<file path="src/rtl/ee_rd_pkg.sv">
package ee_rd_pkg;
  localparam int DATA_W    = 16;
  localparam int OPC_W     = 3;
  localparam logic [OPC_W-1:0] RD_OPC = 3'b110;
  localparam int STA_WORDS = 3;
  localparam int STA_W     = STA_WORDS * DATA_W;

  typedef enum logic [2:0] {
    SH_IDLE, SH_LOW, SH_HIGH, SH_TAIL, SH_GAP
  } sh_state_e;

  typedef enum logic [2:0] {
    SQ_PROBE_REQ, SQ_PROBE_WAIT, SQ_READ_REQ, SQ_READ_WAIT, SQ_DONE
  } seq_state_e;
endpackage

</file>
<file path="src/rtl/ee_tick_gen.sv">
module ee_tick_gen #(
  parameter int TICK_CYC = 125
) (
  input  logic clk_i,
  input  logic rst_ni,
  input  logic run_i,
  output logic tick_o
);
  localparam int CNT_W = (TICK_CYC > 1) ? $clog2(TICK_CYC) : 1;

  logic [CNT_W-1:0] cnt_q;

  assign tick_o = run_i && (cnt_q == CNT_W'(TICK_CYC - 1));

  always_ff @(posedge clk_i or negedge rst_ni) begin
    if (!rst_ni)                cnt_q <= '0;
    else if (!run_i || tick_o)  cnt_q <= '0;
    else                        cnt_q <= cnt_q + 1'b1;
  end
endmodule

</file>
<file path="src/rtl/ee_in_sync.sv">
module ee_in_sync #(
  parameter int STAGES = 2
) (
  input  logic clk_i,
  input  logic rst_ni,
  input  logic d_i,
  output logic q_o
);
  logic [STAGES-1:0] ff_q;

  generate
    if (STAGES == 1) begin : g_one
      always_ff @(posedge clk_i or negedge rst_ni) begin
        if (!rst_ni) ff_q <= '1;
        else         ff_q <= d_i;
      end
    end else begin : g_many
      always_ff @(posedge clk_i or negedge rst_ni) begin
        if (!rst_ni) ff_q <= '1;
        else         ff_q <= {ff_q[STAGES-2:0], d_i};
      end
    end
  endgenerate

  assign q_o = ff_q[STAGES-1];
endmodule

</file>
<file path="src/rtl/ee_frame_shifter.sv">
module ee_frame_shifter
  import ee_rd_pkg::*;
#(
  parameter int FRAME_W     = 28,
  parameter int TICK_CYC    = 125,
  parameter int SYNC_STAGES = 2
) (
  input  logic               clk_i,
  input  logic               rst_ni,
  input  logic               start_i,
  input  logic [FRAME_W-1:0] frame_i,
  input  logic               ee_do_i,
  output logic               ee_sk_o,
  output logic               ee_cs_o,
  output logic               ee_di_o,
  output logic               busy_o,
  output logic               resp_vld_o,
  output logic [FRAME_W-1:0] resp_o
);
  localparam int BIT_W = $clog2(FRAME_W);

  sh_state_e          state_q, state_d;
  logic [FRAME_W-1:0] tx_q, tx_d, rx_q, rx_d;
  logic [BIT_W-1:0]   bit_q, bit_d;
  logic               vld_d, tick, do_s;
  logic               sk_q, cs_q, di_q;

  ee_tick_gen #(.TICK_CYC(TICK_CYC)) u_tick (
    .clk_i  (clk_i),
    .rst_ni (rst_ni),
    .run_i  (state_q != SH_IDLE),
    .tick_o (tick)
  );

  ee_in_sync #(.STAGES(SYNC_STAGES)) u_sync (
    .clk_i  (clk_i),
    .rst_ni (rst_ni),
    .d_i    (ee_do_i),
    .q_o    (do_s)
  );

  always_comb begin
    state_d = state_q;
    tx_d    = tx_q;
    rx_d    = rx_q;
    bit_d   = bit_q;
    vld_d   = 1'b0;
    unique case (state_q)
      SH_IDLE: if (start_i) begin
        tx_d    = frame_i;
        rx_d    = '0;
        bit_d   = BIT_W'(FRAME_W - 1);
        state_d = SH_LOW;
      end
      SH_LOW:  if (tick) state_d = SH_HIGH;
      SH_HIGH: if (tick) begin
        // sample at the end of the high phase, then present the next bit
        rx_d = {rx_q[FRAME_W-2:0], do_s};
        tx_d = {tx_q[FRAME_W-2:0], 1'b0};
        if (bit_q == '0) state_d = SH_TAIL;
        else begin
          bit_d   = bit_q - 1'b1;
          state_d = SH_LOW;
        end
      end
      SH_TAIL: if (tick) state_d = SH_GAP;
      SH_GAP:  if (tick) begin
        state_d = SH_IDLE;
        vld_d   = 1'b1;
      end
      default: state_d = SH_IDLE;
    endcase
  end

  always_ff @(posedge clk_i or negedge rst_ni) begin
    if (!rst_ni) begin
      state_q    <= SH_IDLE;
      tx_q       <= '0;
      rx_q       <= '0;
      bit_q      <= '0;
      resp_vld_o <= 1'b0;
      sk_q       <= 1'b0;
      cs_q       <= 1'b0;
      di_q       <= 1'b0;
    end else begin
      state_q    <= state_d;
      tx_q       <= tx_d;
      rx_q       <= rx_d;
      bit_q      <= bit_d;
      resp_vld_o <= vld_d;
      sk_q       <= (state_d == SH_HIGH);
      cs_q       <= (state_d == SH_LOW) || (state_d == SH_HIGH) || (state_d == SH_TAIL);
      di_q       <= ((state_d == SH_LOW) || (state_d == SH_HIGH)) && tx_d[FRAME_W-1];
    end
  end

  assign ee_sk_o = sk_q;
  assign ee_cs_o = cs_q;
  assign ee_di_o = di_q;
  assign busy_o  = (state_q != SH_IDLE);
  assign resp_o  = rx_q;
endmodule

</file>
<file path="src/rtl/ee_image_check.sv">
module ee_image_check
  import ee_rd_pkg::*;
#(
  parameter int AW = 8
) (
  input  logic              clk_i,
  input  logic              rst_ni,
  input  logic              word_vld_i,
  input  logic [AW-1:0]     addr_i,
  input  logic [DATA_W-1:0] word_i,
  output logic [DATA_W-1:0] sum_o,
  output logic [STA_W-1:0]  station_o
);
  localparam int HB = DATA_W / 2;

  logic [DATA_W-1:0] sum_q;

  always_ff @(posedge clk_i or negedge rst_ni) begin
    if (!rst_ni)         sum_q <= '0;
    else if (word_vld_i) sum_q <= sum_q + word_i;
  end

  assign sum_o = sum_q;

  generate
    for (genvar g = 0; g < STA_WORDS; g++) begin : g_sta
      logic [DATA_W-1:0] slot_q;
      always_ff @(posedge clk_i or negedge rst_ni) begin
        if (!rst_ni)
          slot_q <= '0;
        else if (word_vld_i && addr_i == AW'(g))
          slot_q <= {word_i[HB-1:0], word_i[DATA_W-1:HB]};
      end
      // word 0 lands in the most significant slot
      assign station_o[(STA_WORDS-1-g)*DATA_W +: DATA_W] = slot_q;
    end
  endgenerate
endmodule

</file>
<file path="src/rtl/ee_autosize_reader.sv">
module ee_autosize_reader
  import ee_rd_pkg::*;
#(
  parameter int              TICK_CYC    = 125,
  parameter int              SYNC_STAGES = 2,
  parameter int              AW_L        = 8,
  parameter int              AW_S        = 6,
  parameter logic [15:0]     SIGNATURE   = 16'hBABA
) (
  input  logic             clk_i,
  input  logic             rst_ni,
  output logic             ee_sk_o,
  output logic             ee_cs_o,
  output logic             ee_di_o,
  input  logic             ee_do_i,
  output logic             done_o,
  output logic             sum_ok_o,
  output logic [STA_W-1:0] station_addr_o
);
  localparam int FRAME_W = 1 + OPC_W + AW_L + DATA_W;
  localparam int PAD_S   = 1 + AW_L - AW_S;
  localparam logic [AW_L-1:0] LAST_S = AW_L'((1 << AW_S) - 1);

  seq_state_e         sq_q;
  logic               wide_q, done_q;
  logic [AW_L-1:0]    addr_q;
  logic               start, busy, resp_vld, word_vld;
  logic [FRAME_W-1:0] frame, resp;
  logic [DATA_W-1:0]  sum;
  logic [AW_L-1:0]    last_addr;

  function automatic logic [FRAME_W-1:0] build_frame(input logic wide,
                                                     input logic [AW_L-1:0] a);
    if (wide) return {1'b0, RD_OPC, a, {DATA_W{1'b0}}};
    else      return {{PAD_S{1'b0}}, RD_OPC, a[AW_S-1:0], {DATA_W{1'b0}}};
  endfunction

  assign start     = ((sq_q == SQ_PROBE_REQ) || (sq_q == SQ_READ_REQ)) && !busy;
  assign frame     = (sq_q == SQ_PROBE_REQ) ? build_frame(1'b1, '0)
                                            : build_frame(wide_q, addr_q);
  assign last_addr = wide_q ? '1 : LAST_S;
  assign word_vld  = (sq_q == SQ_READ_WAIT) && resp_vld;

  ee_frame_shifter #(
    .FRAME_W     (FRAME_W),
    .TICK_CYC    (TICK_CYC),
    .SYNC_STAGES (SYNC_STAGES)
  ) u_shift (
    .clk_i      (clk_i),
    .rst_ni     (rst_ni),
    .start_i    (start),
    .frame_i    (frame),
    .ee_do_i    (ee_do_i),
    .ee_sk_o    (ee_sk_o),
    .ee_cs_o    (ee_cs_o),
    .ee_di_o    (ee_di_o),
    .busy_o     (busy),
    .resp_vld_o (resp_vld),
    .resp_o     (resp)
  );

  ee_image_check #(.AW(AW_L)) u_img (
    .clk_i      (clk_i),
    .rst_ni     (rst_ni),
    .word_vld_i (word_vld),
    .addr_i     (addr_q),
    .word_i     (resp[DATA_W-1:0]),
    .sum_o      (sum),
    .station_o  (station_addr_o)
  );

  always_ff @(posedge clk_i or negedge rst_ni) begin
    if (!rst_ni) begin
      sq_q   <= SQ_PROBE_REQ;
      wide_q <= 1'b0;
      addr_q <= '0;
      done_q <= 1'b0;
    end else begin
      unique case (sq_q)
        SQ_PROBE_REQ:  if (start) sq_q <= SQ_PROBE_WAIT;
        SQ_PROBE_WAIT: if (resp_vld) begin
          // a large device keeps the line high until the address ends
          wide_q <= &resp[FRAME_W-1:DATA_W+1];
          addr_q <= '0;
          sq_q   <= SQ_READ_REQ;
        end
        SQ_READ_REQ:   if (start) sq_q <= SQ_READ_WAIT;
        SQ_READ_WAIT:  if (resp_vld) begin
          if (addr_q == last_addr) begin
            done_q <= 1'b1;
            sq_q   <= SQ_DONE;
          end else begin
            addr_q <= addr_q + 1'b1;
            sq_q   <= SQ_READ_REQ;
          end
        end
        SQ_DONE:       sq_q <= SQ_DONE;
        default:       sq_q <= SQ_PROBE_REQ;
      endcase
    end
  end

  assign done_o   = done_q;
  assign sum_ok_o = done_q && (sum == SIGNATURE);
endmodule

</file>
<file path="config.mk">
export PLATFORM = sky130hd
export DESIGN_NAME = ee_autosize_reader
export DESIGN_NICKNAME = d
export VERILOG_FILES = /design/src/rtl/ee_rd_pkg.sv /design/src/rtl/ee_tick_gen.sv /design/src/rtl/ee_in_sync.sv /design/src/rtl/ee_frame_shifter.sv /design/src/rtl/ee_image_check.sv /design/src/rtl/ee_autosize_reader.sv
export SDC_FILE = /design/constraint.sdc
export NUM_CORES = 1
export LEC_CHECK = 0
export ABC_AREA = 1
export BUFFER_PORTS_ARGS = -buffer_cell sky130_fd_sc_hd__buf_2
export CAP_MARGIN = 20
export CORE_MARGIN = 3
export CORE_UTILIZATION = 55
export DETAILED_ROUTE_END_ITERATION = 8
export GPL_TIMING_DRIVEN = 0
export PLACE_DENSITY = 0.74
export RECOVER_POWER = 25
export SYNTH_ARGS = -nofsm -noshare
export SYNTH_HDL_FRONTEND = slang
export SYNTH_HIERARCHICAL = 1
export SYNTH_SLANG_ARGS = --single-unit
</file>
<file path="constraint.sdc">
create_clock -name clk_i -period 3.1 [get_ports clk_i]
set_input_delay 0.155 -clock clk_i [delete_from_list [all_inputs] [get_ports clk_i]]
set_output_delay 0.155 -clock clk_i [all_outputs]
set_load 0.03 [all_outputs]
</file>
==> results.json, run 1 <==
{
  "synth_most_common_cell": "nand2_1",
  "dpl_cell_area_um2": 8587,
  "grt_first_pass_wirelength_um": 30880,
  "fp.dieH_um": 126.6,
  "yosys_register_bits": 154,
  "syn_inst": 943,
  "synth_area_um2": 7993,
  "power.leakage_nw": 4.477,
  "syn2layout_area_growth_pct": 15.03,
  "grt_max_degree": 88,
  "internal_power_mw": 3.329,
  "yosysWarnings": 6,
  "violations": "max-capacitance violations, max-slew violations",
  "fin_area_um2": 9194,
  "hold_violations": 0,
  "end_kind": "flip-flop",
  "hold_path_class": "reg2reg",
  "dieArea_um2": 16010,
  "routed_wl_um": 17990,
  "sw_frac_of_total_pct": 22.08,
  "setup_violations": 0,
  "fmax_mhz": 365.6,
  "antenna_found_initial": 0,
  "fin_crit_sh_pct": 88.22,
  "io_pins": 56,
  "dr.pass1.iters": 5,
  "yosys.area.top_type": "dfrtp_1",
  "cp_max_fo": 10,
  "power.net_switching_mw": 0.9433,
  "clk_pin_slew_ps": 70,
  "crit_required_ps": 3450,
  "yosysTopAreaCellShare_pct": 47.59,
  "start_util_pct": 56.92,
  "postCtsSetupRepairBufs": 0,
  "gp_congestion": 0.8942,
  "synth_enable_flop_cells": 0,
  "crit_type": "reg2reg",
  "peakVddDrop_v": 0.0006232,
  "synthTopCellsByCount": "nand2_1, dfrtp_1, inv_1, nand3_1, o21ai_0",
  "finalMaxSlewViolations": 68,
  "vias": 6404,
  "synthArstFlopShare_pct": 100.0,
  "synth_flop_cell": "dfrtp_1",
  "die_w_um": 126.6,
  "via_per_inst": 5.207,
  "fin_util_pct": 65.47,
  "layout_min_cycle_time_ps": 2735,
  "avgSynthCellArea_um2": 8.476,
  "cts_sinks": 154,
  "max_cap_violations": 1,
  "worstMarginPinSlew_ps": 1695,
  "cts-htree-levels": 4,
  "core_um2": 14040,
  "synth_cell_types": 44,
  "combPwrFrac_pct": 1.8,
  "antenna_cells": 0,
  "gr-total-overflow": 0,
  "p_per_area_nw_per_um2": 464.7,
  "cts_made_buffers": 17,
  "clkLatencyLatePin_ps": 430,
  "cts.path.max_buffers": 2,
  "pwr-share-seq_pct": 47.4,
  "critPathLaunchType": "flip-flop",
  "fin_skew_ps": 10.24,
  "hpwl_um": 12470,
  "yosys-top-cells-area": "dfrtp_1, nand2_1, inv_1",
  "drive_gt1_share_pct": 15.52,
  "drc": 0,
  "cts_tree": "done",
  "slew_headroom_pct": -13.02,
  "num_rows": 43,
  "clock_power_share_pct": 50.8,
  "grt_pass1_vias": 6299,
  "antenna_left": 0,
  "io_buffers": 55,
  "nets": 1063,
  "status": "finished with violations",
  "drtIter0Drc": 448,
  "grt_usage_pct": 23.84,
  "worstPathArrival_ps": 3080,
  "tns_ps": 0,
  "avgRoutedWirePerCell_um": 14.62,
  "synth_seq_area_share_pct": 48.25,
  "root_buffer": "clkbuf_16",
  "rsz0062_at_grt": "no"
}
repair_timing:
action / CTS / global route
resized for setup: 0 / 2
endpoints found under the hold margin: 68 / 0
hold buffers: 2 / 0
setup endpoints to repair: 0 / 1
cell type report:
type / count / area (um2)
multi-input combinational: 616 / 3396
timing repair buffer: 59 / 302.8
clock inverter: 14 / 182.7
tap: 180 / 225.2
fill: 1145 / 4848
sequential: 154 / 3856
inverter: 154 / 579.3
clock buffer: 18 / 429.2
buffer: 35 / 222.7
path summary, 6_finish.rpt:
| path | from | end | slack (ps) | depth (start not counted) |
|---|---|---|---|---|
| min | u_shift/u_sync/ff_q[0] | u_shift/u_sync/ff_q[1] | 360 | 0 |
| min in group asynchronous | rst_ni | u_img/g_sta[2].slot_q[11] | 720 | 2 |
| min reg2reg | u_shift/u_sync/ff_q[0] | u_shift/u_sync/ff_q[1] | 360 | 0 |
| max | u_shift/state_q[1] | u_shift/tx_q[16] | 370 | 10 |
| max reg2reg | u_shift/state_q[1] | u_shift/tx_q[16] | 370 | 10 |
| max in group asynchronous | rst_ni | addr_q[5] | 1220 | 3 |
sequential cells by signal (all words and copies together), names as in the netlist, 3 cells and up:
name,flops
sq_q,3
addr_q,8
u_shift/state_q,3
u_img/sum_o,16
u_shift/resp_o,28
u_shift/tx_q,28
u_shift/bit_q,5
u_shift/u_tick/cnt_q,7
u_img/g_sta.slot_q,48
worst max-delay path: stages, from the launching register on:
cell and delay, ps:
dfrtp_1 360, buf_4 160, buf_6 140, nor2_1 130, clkbuf_1 350, inv_1 230, nor2_1 310, clkbuf_1 360
clkbuf_1 380, nand3_1 150, o221ai_2 80
stage by stage:
step	cells	hold WS (ps)	setup WS [ps]	total power [mW]
after detailed placement	1195	199.2	351.3	2.142
after global placement	1194	292.3	-416.7	2.136
after global routing	1230	364.2	65.40	4.399
after CTS	1229	308.1	286.6	4.317
after floorplan	959	-140.6	910.0	2.091
final	1230	360.5	365.1	4.272
cell usage in the layout, fill, tap and decap left out, drive strengths merged:
cell type and n:
bufinv 3, nor4 3, nor2 56, dfstp 2, and3 1, o21ai 88
and2 1, fa 1, inv 160, nand3 86, xnor2 6, xor2 5
buf 56, ha 22, conb 17, a21oi 11, clkbuf 54, dfrtp 152
nand3b 3, o21bai 2, nor3 7, nand4 6, dlygate4sd3 2, clkinv 3
o31ai 13, o211ai 2, or2 5, clkinvlp 2, o221ai 25, nor3b 1
nand2 255
power groups by stage:
stage / Clock (mW) / Sequential [mW] / Combinational (mW)
6_report: 2.17 / 2.03 / 0.0749
5_1_grt: 2.28 / 2.03 / 0.0876
4_1_cts: 2.21 / 2.03 / 0.0794
3_5_place_dp: 0 / 2.06 / 0.0770
3_3_place_gp: 0 / 2.06 / 0.0715
2_1_floorplan: 0 / 2.07 / 0.0251
cells by family (layout without fill, tap and decap cells):
logic type | Yosys count | in the layout | share of synthesized area [%]
XOR/XNOR | 11 | 11 | 1.205
AND/OR/NAND/NOR | 424 | 424 | 23.92
other | 1 | 17 | 0.04692
flip-flops | 154 | 154 | 48.25
AO/OA/AOI/OAI | 141 | 141 | 12.87
buffers and inverters | 189 | 280 | 10.02
adder cells (fa/ha/maj) | 23 | 23 | 3.694
metal layers:
metal  GRT usage, %  share of wire, %  up-vias
li1               -                 -     3218
met3          5.221               4.7       25
met5              0                 0        -
met1          31.34                45     3000
met2          39.57                48      161
met4          7.697               2.1        0
No activity file was read; power rests on OpenSTA's default activity.
==> inputs of run 2 (changes only) <==
Clock period 3.1 ns to 3.5 ns, I/O delays scaled along.
==> results.json, run 2 (synthesis results as in run 1) <==
{
  "power.net_switching_mw": 0.8390,
  "grt_pass1_vias": 6299,
  "dieArea_um2": 16010,
  "gp_congestion": 0.8942,
  "crit_type": "reg2reg",
  "start_util_pct": 56.92,
  "power.leakage_nw": 4.473,
  "clock_power_share_pct": 50.8,
  "avgRoutedWirePerCell_um": 14.66,
  "drc": 0,
  "r2r_start": "u_shift/state_q[1]",
  "antenna_found_initial": 0,
  "tns_ps": 0,
  "io_pins": 56,
  "dr.pass1.iters": 5,
  "cp_max_fo": 10,
  "combPwrFrac_pct": 1.8,
  "top_register": "u_img/g_sta.slot_q",
  "dpl_cell_area_um2": 8587,
  "crit_required_ps": 3850,
  "max_cap_violations": 1,
  "worstMarginPinSlew_ps": 1696,
  "cts-htree-levels": 4,
  "vias": 6388,
  "clkLatencyLatePin_ps": 430,
  "nets": 1063,
  "hpwl_um": 12470,
  "grt_usage_pct": 23.84,
  "drtIter0Drc": 455,
  "largest_reg_flops": 48,
  "path_cells": "buf_4 > buf_6 > nor2_1 > clkbuf_1 > inv_1 > nor2_1 > clkbuf_1 > clkbuf_1 > nand3_1 > o221ai_2",
  "reg2reg_to": "u_shift/tx_q[18]",
  "ff_latch_area_um2": 3856,
  "drive_gt1_share_pct": 15.43,
  "internal_power_mw": 2.948,
  "critPathLaunchType": "flip-flop",
  "hold_path_class": "reg2reg",
  "status": "finished with violations",
  "rr_worst_depth": 10,
  "die_w_um": 126.6,
  "io_buffers": 55,
  "finalNonFillerCells": 1230,
  "setup_violations": 0,
  "end_kind": "flip-flop",
  "fp.dieH_um": 126.6,
  "cpMostUsedCell": "clkbuf_1",
  "finalMaxSlewViolations": 68,
  "via_per_inst": 5.193,
  "multi_input_area_um2": 3396,
  "syn2layout_area_growth_pct": 15.01,
  "pwr-share-seq_pct": 47.4,
  "fin_crit_sh_pct": 80.73,
  "grt_max_degree": 88,
  "clk_pin_slew_ps": 70,
  "sw_frac_of_total_pct": 22.15,
  "hold_violations": 0,
  "fin_skew_ps": 13.56,
  "hold_ws_ps": 359.7,
  "cts_tree": "done",
  "worstSetupEndpoint": "u_shift/tx_q[18]",
  "worstPathArrival_ps": 3170,
  "rsz0062_at_grt": "no",
  "layout_min_cycle_time_ps": 2826,
  "antenna_left": 0,
  "startpoint": "u_shift/state_q[1]",
  "slew_headroom_pct": -13.05,
  "core_um2": 14040,
  "cts_made_buffers": 17,
  "placed_cells": 1195,
  "cts_resized": 0,
  "p_per_area_nw_per_um2": 412.0,
  "cp_slowest_cell": "clkbuf_1",
  "antenna_cells": 0,
  "cts.path.max_buffers": 2,
  "routed_wl_um": 18030,
  "fin_area_um2": 9193,
  "violations": "max-capacitance violations, max-slew violations",
  "slowest_delay_ps": 430,
  "root_buffer": "clkbuf_16",
  "final_common_cell": "nand2_1",
  "reg2reg_slack_ps": 670,
  "cts_sinks": 154,
  "postCtsSetupRepairBufs": 0,
  "fmax_mhz": 353.9,
  "grt_first_pass_wirelength_um": 30880,
  "final_cell_mix": "nand2_1, dfrtp_1, inv_1",
  "peakVddDrop_v": 0.0005542,
  "n_fill_cell": 1146,
  "holdCritStartpoint": "u_shift/u_sync/ff_q[0]",
  "gr-total-overflow": 0,
  "num_rows": 43
}
[run 2: cell counts in the layout (fill, tap and decap cells not counted)]
No cell type changed its count.
[run 2: what timing repair did]
item,in CTS,in global routing
endpoints found under the hold margin,68,0
hold buffers,2,0
endpoints found under the setup margin,0,0
[run 2: how the worst min path moves through the flow]
stage,to,cells after the start
3_5_place_dp,u_img/g_sta[2].slot_q[11],1
2_1_floorplan,addr_q[0],0
4_1_cts,u_img/g_sta[2].slot_q[11],2
6_report,u_shift/u_sync/ff_q[1],0
3_3_place_gp,u_shift/u_sync/ff_q[0],1
5_1_grt,u_shift/u_sync/ff_q[1],0
[run 2: metal layers]
layer	wire length [um]	track usage (%)	up-vias
li1	-	-	3216
met1	8158	31.34	2998
met2	8707	39.57	147
met3	772	5.221	27
met4	389	7.697	0
met5	0	0	-
[run 2: stage by stage]
step,setup slack [ps],util (%),total power [mW]
6_report,674.3,65.46,3.787
4_1_cts,686.6,65.65,3.823
3_3_place_gp,-36.69,60.91,1.892
5_1_grt,385.0,65.46,3.896
2_1_floorplan,1310,-,1.852
3_5_place_dp,751.3,61.15,1.897
[run 2: layout make-up]
cell class,instances,share of cell area (%)
Inverter,154,6.302
Multi-Input combinational cell,616,36.94
Timing Repair Buffer,59,3.294
Tap cell,180,2.450
Clock buffer,18,4.669
Buffer,35,2.409
Sequential cell,154,41.95
Clock inverter,14,1.987
[run 2: power groups by stage]
stage | Combinational [mW] | Clock, mW | Sequential (mW)
after CTS | 0.0703 | 1.96 | 1.80
final | 0.0664 | 1.93 | 1.80
after detailed placement | 0.0682 | 0 | 1.83
after floorplan | 0.0222 | 0 | 1.83
after global placement | 0.0634 | 0 | 1.83
after global routing | 0.0776 | 2.02 | 1.80
[run 2: worst max-delay path: cells and delay by family, from the launching register on]
family | cells | cell delay [ps]
buffers and inverters | 6 | 1670
AND/OR/NAND/NOR | 3 | 640
flip-flops | 1 | 360
AO/OA/AOI/OAI | 1 | 90
==> inputs of run 3 (changes only) <==
Settings changed: PLACE_DENSITY 0.74 to 0.77.
Clock period 3.5 ns to 2.5 ns, I/O delays scaled along.
==> results.json, run 3 (synthesis results as in run 1) <==
{
  "status": "finished, final reports clean",
  "multi_input_area_um2": 3401,
  "power_mw": 5.223,
  "crit_buf_inv": 9,
  "start_util_pct": 56.92,
  "slowest_delay_ps": 320,
  "finalMaxSlewViolations": 0,
  "fin_area_um2": 9266,
  "max_cap_violations": 0,
  "r2r_start": "u_shift/state_q[1]",
  "io_pins": 56,
  "worst-path-stages": 14,
  "worstMarginPinSlew_ps": 730.5,
  "cts_made_buffers": 17,
  "routedLengthMet1_um": 8053,
  "gr-total-overflow": 0,
  "top_register": "u_img/g_sta.slot_q",
  "nets": 1069,
  "startpoint": "u_shift/state_q[1]",
  "crit_type": "reg2reg",
  "cts_tree": "done",
  "fmax_mhz": 424.3,
  "reg2reg_to": "u_shift/resp_o[17]",
  "peakVddDrop_v": 0.0005926,
  "num_rows": 43,
  "clkLatencyLatePin_ps": 420,
  "gp_congestion": 0.8839,
  "tns_ps": 0,
  "dr.pass1.iters": 5,
  "hold_violations": 0,
  "fin_util_pct": 65.99,
  "setup_violations": 0,
  "rsz0062_at_grt": "no",
  "end_kind": "flip-flop",
  "cts-htree-levels": 4,
  "layout_min_cycle_time_ps": 2357,
  "core_um2": 14040,
  "grt_pass1_vias": 6400,
  "fin_skew_ps": 10.64,
  "dpl_cell_area_um2": 8592,
  "grt_max_degree": 81,
  "antenna_left": 0,
  "drtIter0Drc": 462,
  "routed_wl_um": 18060,
  "wl_met2_um": 8896,
  "syn2layout_area_growth_pct": 15.94,
  "p_per_area_nw_per_um2": 563.7,
  "worstPathArrival_ps": 2680,
  "dieArea_um2": 16010,
  "hold_path_class": "in2async",
  "final_cell_mix": "nand2_1, dfrtp_1, inv_1",
  "io_buffers": 55,
  "via_per_inst": 5.286,
  "drive_gt1_share_pct": 17.80,
  "root_buffer": "clkbuf_16",
  "rr_worst_depth": 14,
  "critPathLaunchType": "flip-flop",
  "top_layer": "met4",
  "worstSetupEndpoint": "u_shift/resp_o[17]",
  "grt_usage_pct": 23.64,
  "power.leakage_nw": 4.579,
  "ff_latch_area_um2": 3857,
  "final_common_cell": "nand2_1",
  "fp.dieH_um": 126.6,
  "cp_slowest_cell": "dfrtp_1",
  "reg2reg_slack_ps": 140,
  "cp_top_family": "buffers and inverters",
  "antenna_cells": 0,
  "cts_sinks": 154,
  "cts.path.max_buffers": 2,
  "avgRoutedWirePerCell_um": 14.61,
  "path_cells": "buf_4 > buf_6 > nor2_1 > buf_4 > inv_1 > inv_1 > nor2_1 > buf_2 > inv_1 > nand2_1 > o211ai_1 > buf_4 > buf_4 > o31ai_1",
  "fin_crit_sh_pct": 94.26,
  "cp_max_fo": 10,
  "fin_ws_ps": 143.4,
  "vias": 6533,
  "wl_met3_um": 761,
  "hpwl_um": 12500,
  "cpMostUsedCell": "buf_4",
  "drc": 0,
  "slew_headroom_pct": 51.30,
  "n_fill_cell": 1146,
  "antenna_found_initial": 0,
  "largest_reg_flops": 48,
  "crit_required_ps": 2820,
  "die_w_um": 126.6,
  "place_ws_ps": -184.7,
  "grt_first_pass_wirelength_um": 30680,
  "clk_pin_slew_ps": 60
}
run 3: worst min-delay path by stage:
stage,from,to,slack [ps],cells after the start
floorplan,rst_ni,addr_q[0],-170,0
global placement,ee_do_i,u_shift/u_sync/ff_q[0],240,1
detailed placement,rst_ni,u_img/g_sta[2].slot_q[11],220,1
CTS,ee_do_i,u_shift/u_sync/ff_q[0],330,2
global route,ee_do_i,u_shift/u_sync/ff_q[0],330,2
finish,rst_ni,u_img/g_sta[2].slot_q[11],300,2
run 3: area by class of cell:
cell class,instances,area share [%]
Inverter,154,6.252
Tap cell,180,2.430
Multi-Input combinational cell,616,36.70
Clock buffer,21,5.077
Clock inverter,11,1.431
Sequential cell,154,41.63
Timing Repair Buffer,65,3.970
Buffer,35,2.511
run 3: power breakdown:
part           total, mW  internal (mW)  switching, mW
logic             0.0931         0.0237         0.0694
clock network       2.62           1.56           1.05
registers           2.51           2.51        0.00489
run 3: worst reg2reg max path: cells and delay by family (launching register included):
family | cells | cell delay [ps]
buf+inv | 9 | 1350
compound gates | 2 | 340
simple gates | 3 | 250
flops | 1 | 320
run 3: stage by stage:
| stage | hold slack (ps) | instances |
|---|---|---|
| 6_report | 304.8 | 1236 |
| 5_1_grt | 331.8 | 1236 |
| 4_1_cts | 332.2 | 1230 |
| 3_5_place_dp | 221.7 | 1196 |
| 3_3_place_gp | 237.2 | 1194 |
| 2_1_floorplan | -170.6 | 959 |
run 3: per-layer routing:
layer	up-vias	GRT usage, %
li1	3221	-
met1	3110	29.82
met3	28	4.968
met2	174	40.75
met5	-	0
met4	0	7.697
run 3: what timing repair did:
item	4_1_cts	5_1_grt
gates resized for setup	4	9
hold endpoints to repair	78	0
hold buffers	2	0
setup buffers	0	6
setup endpoints to repair	29	46
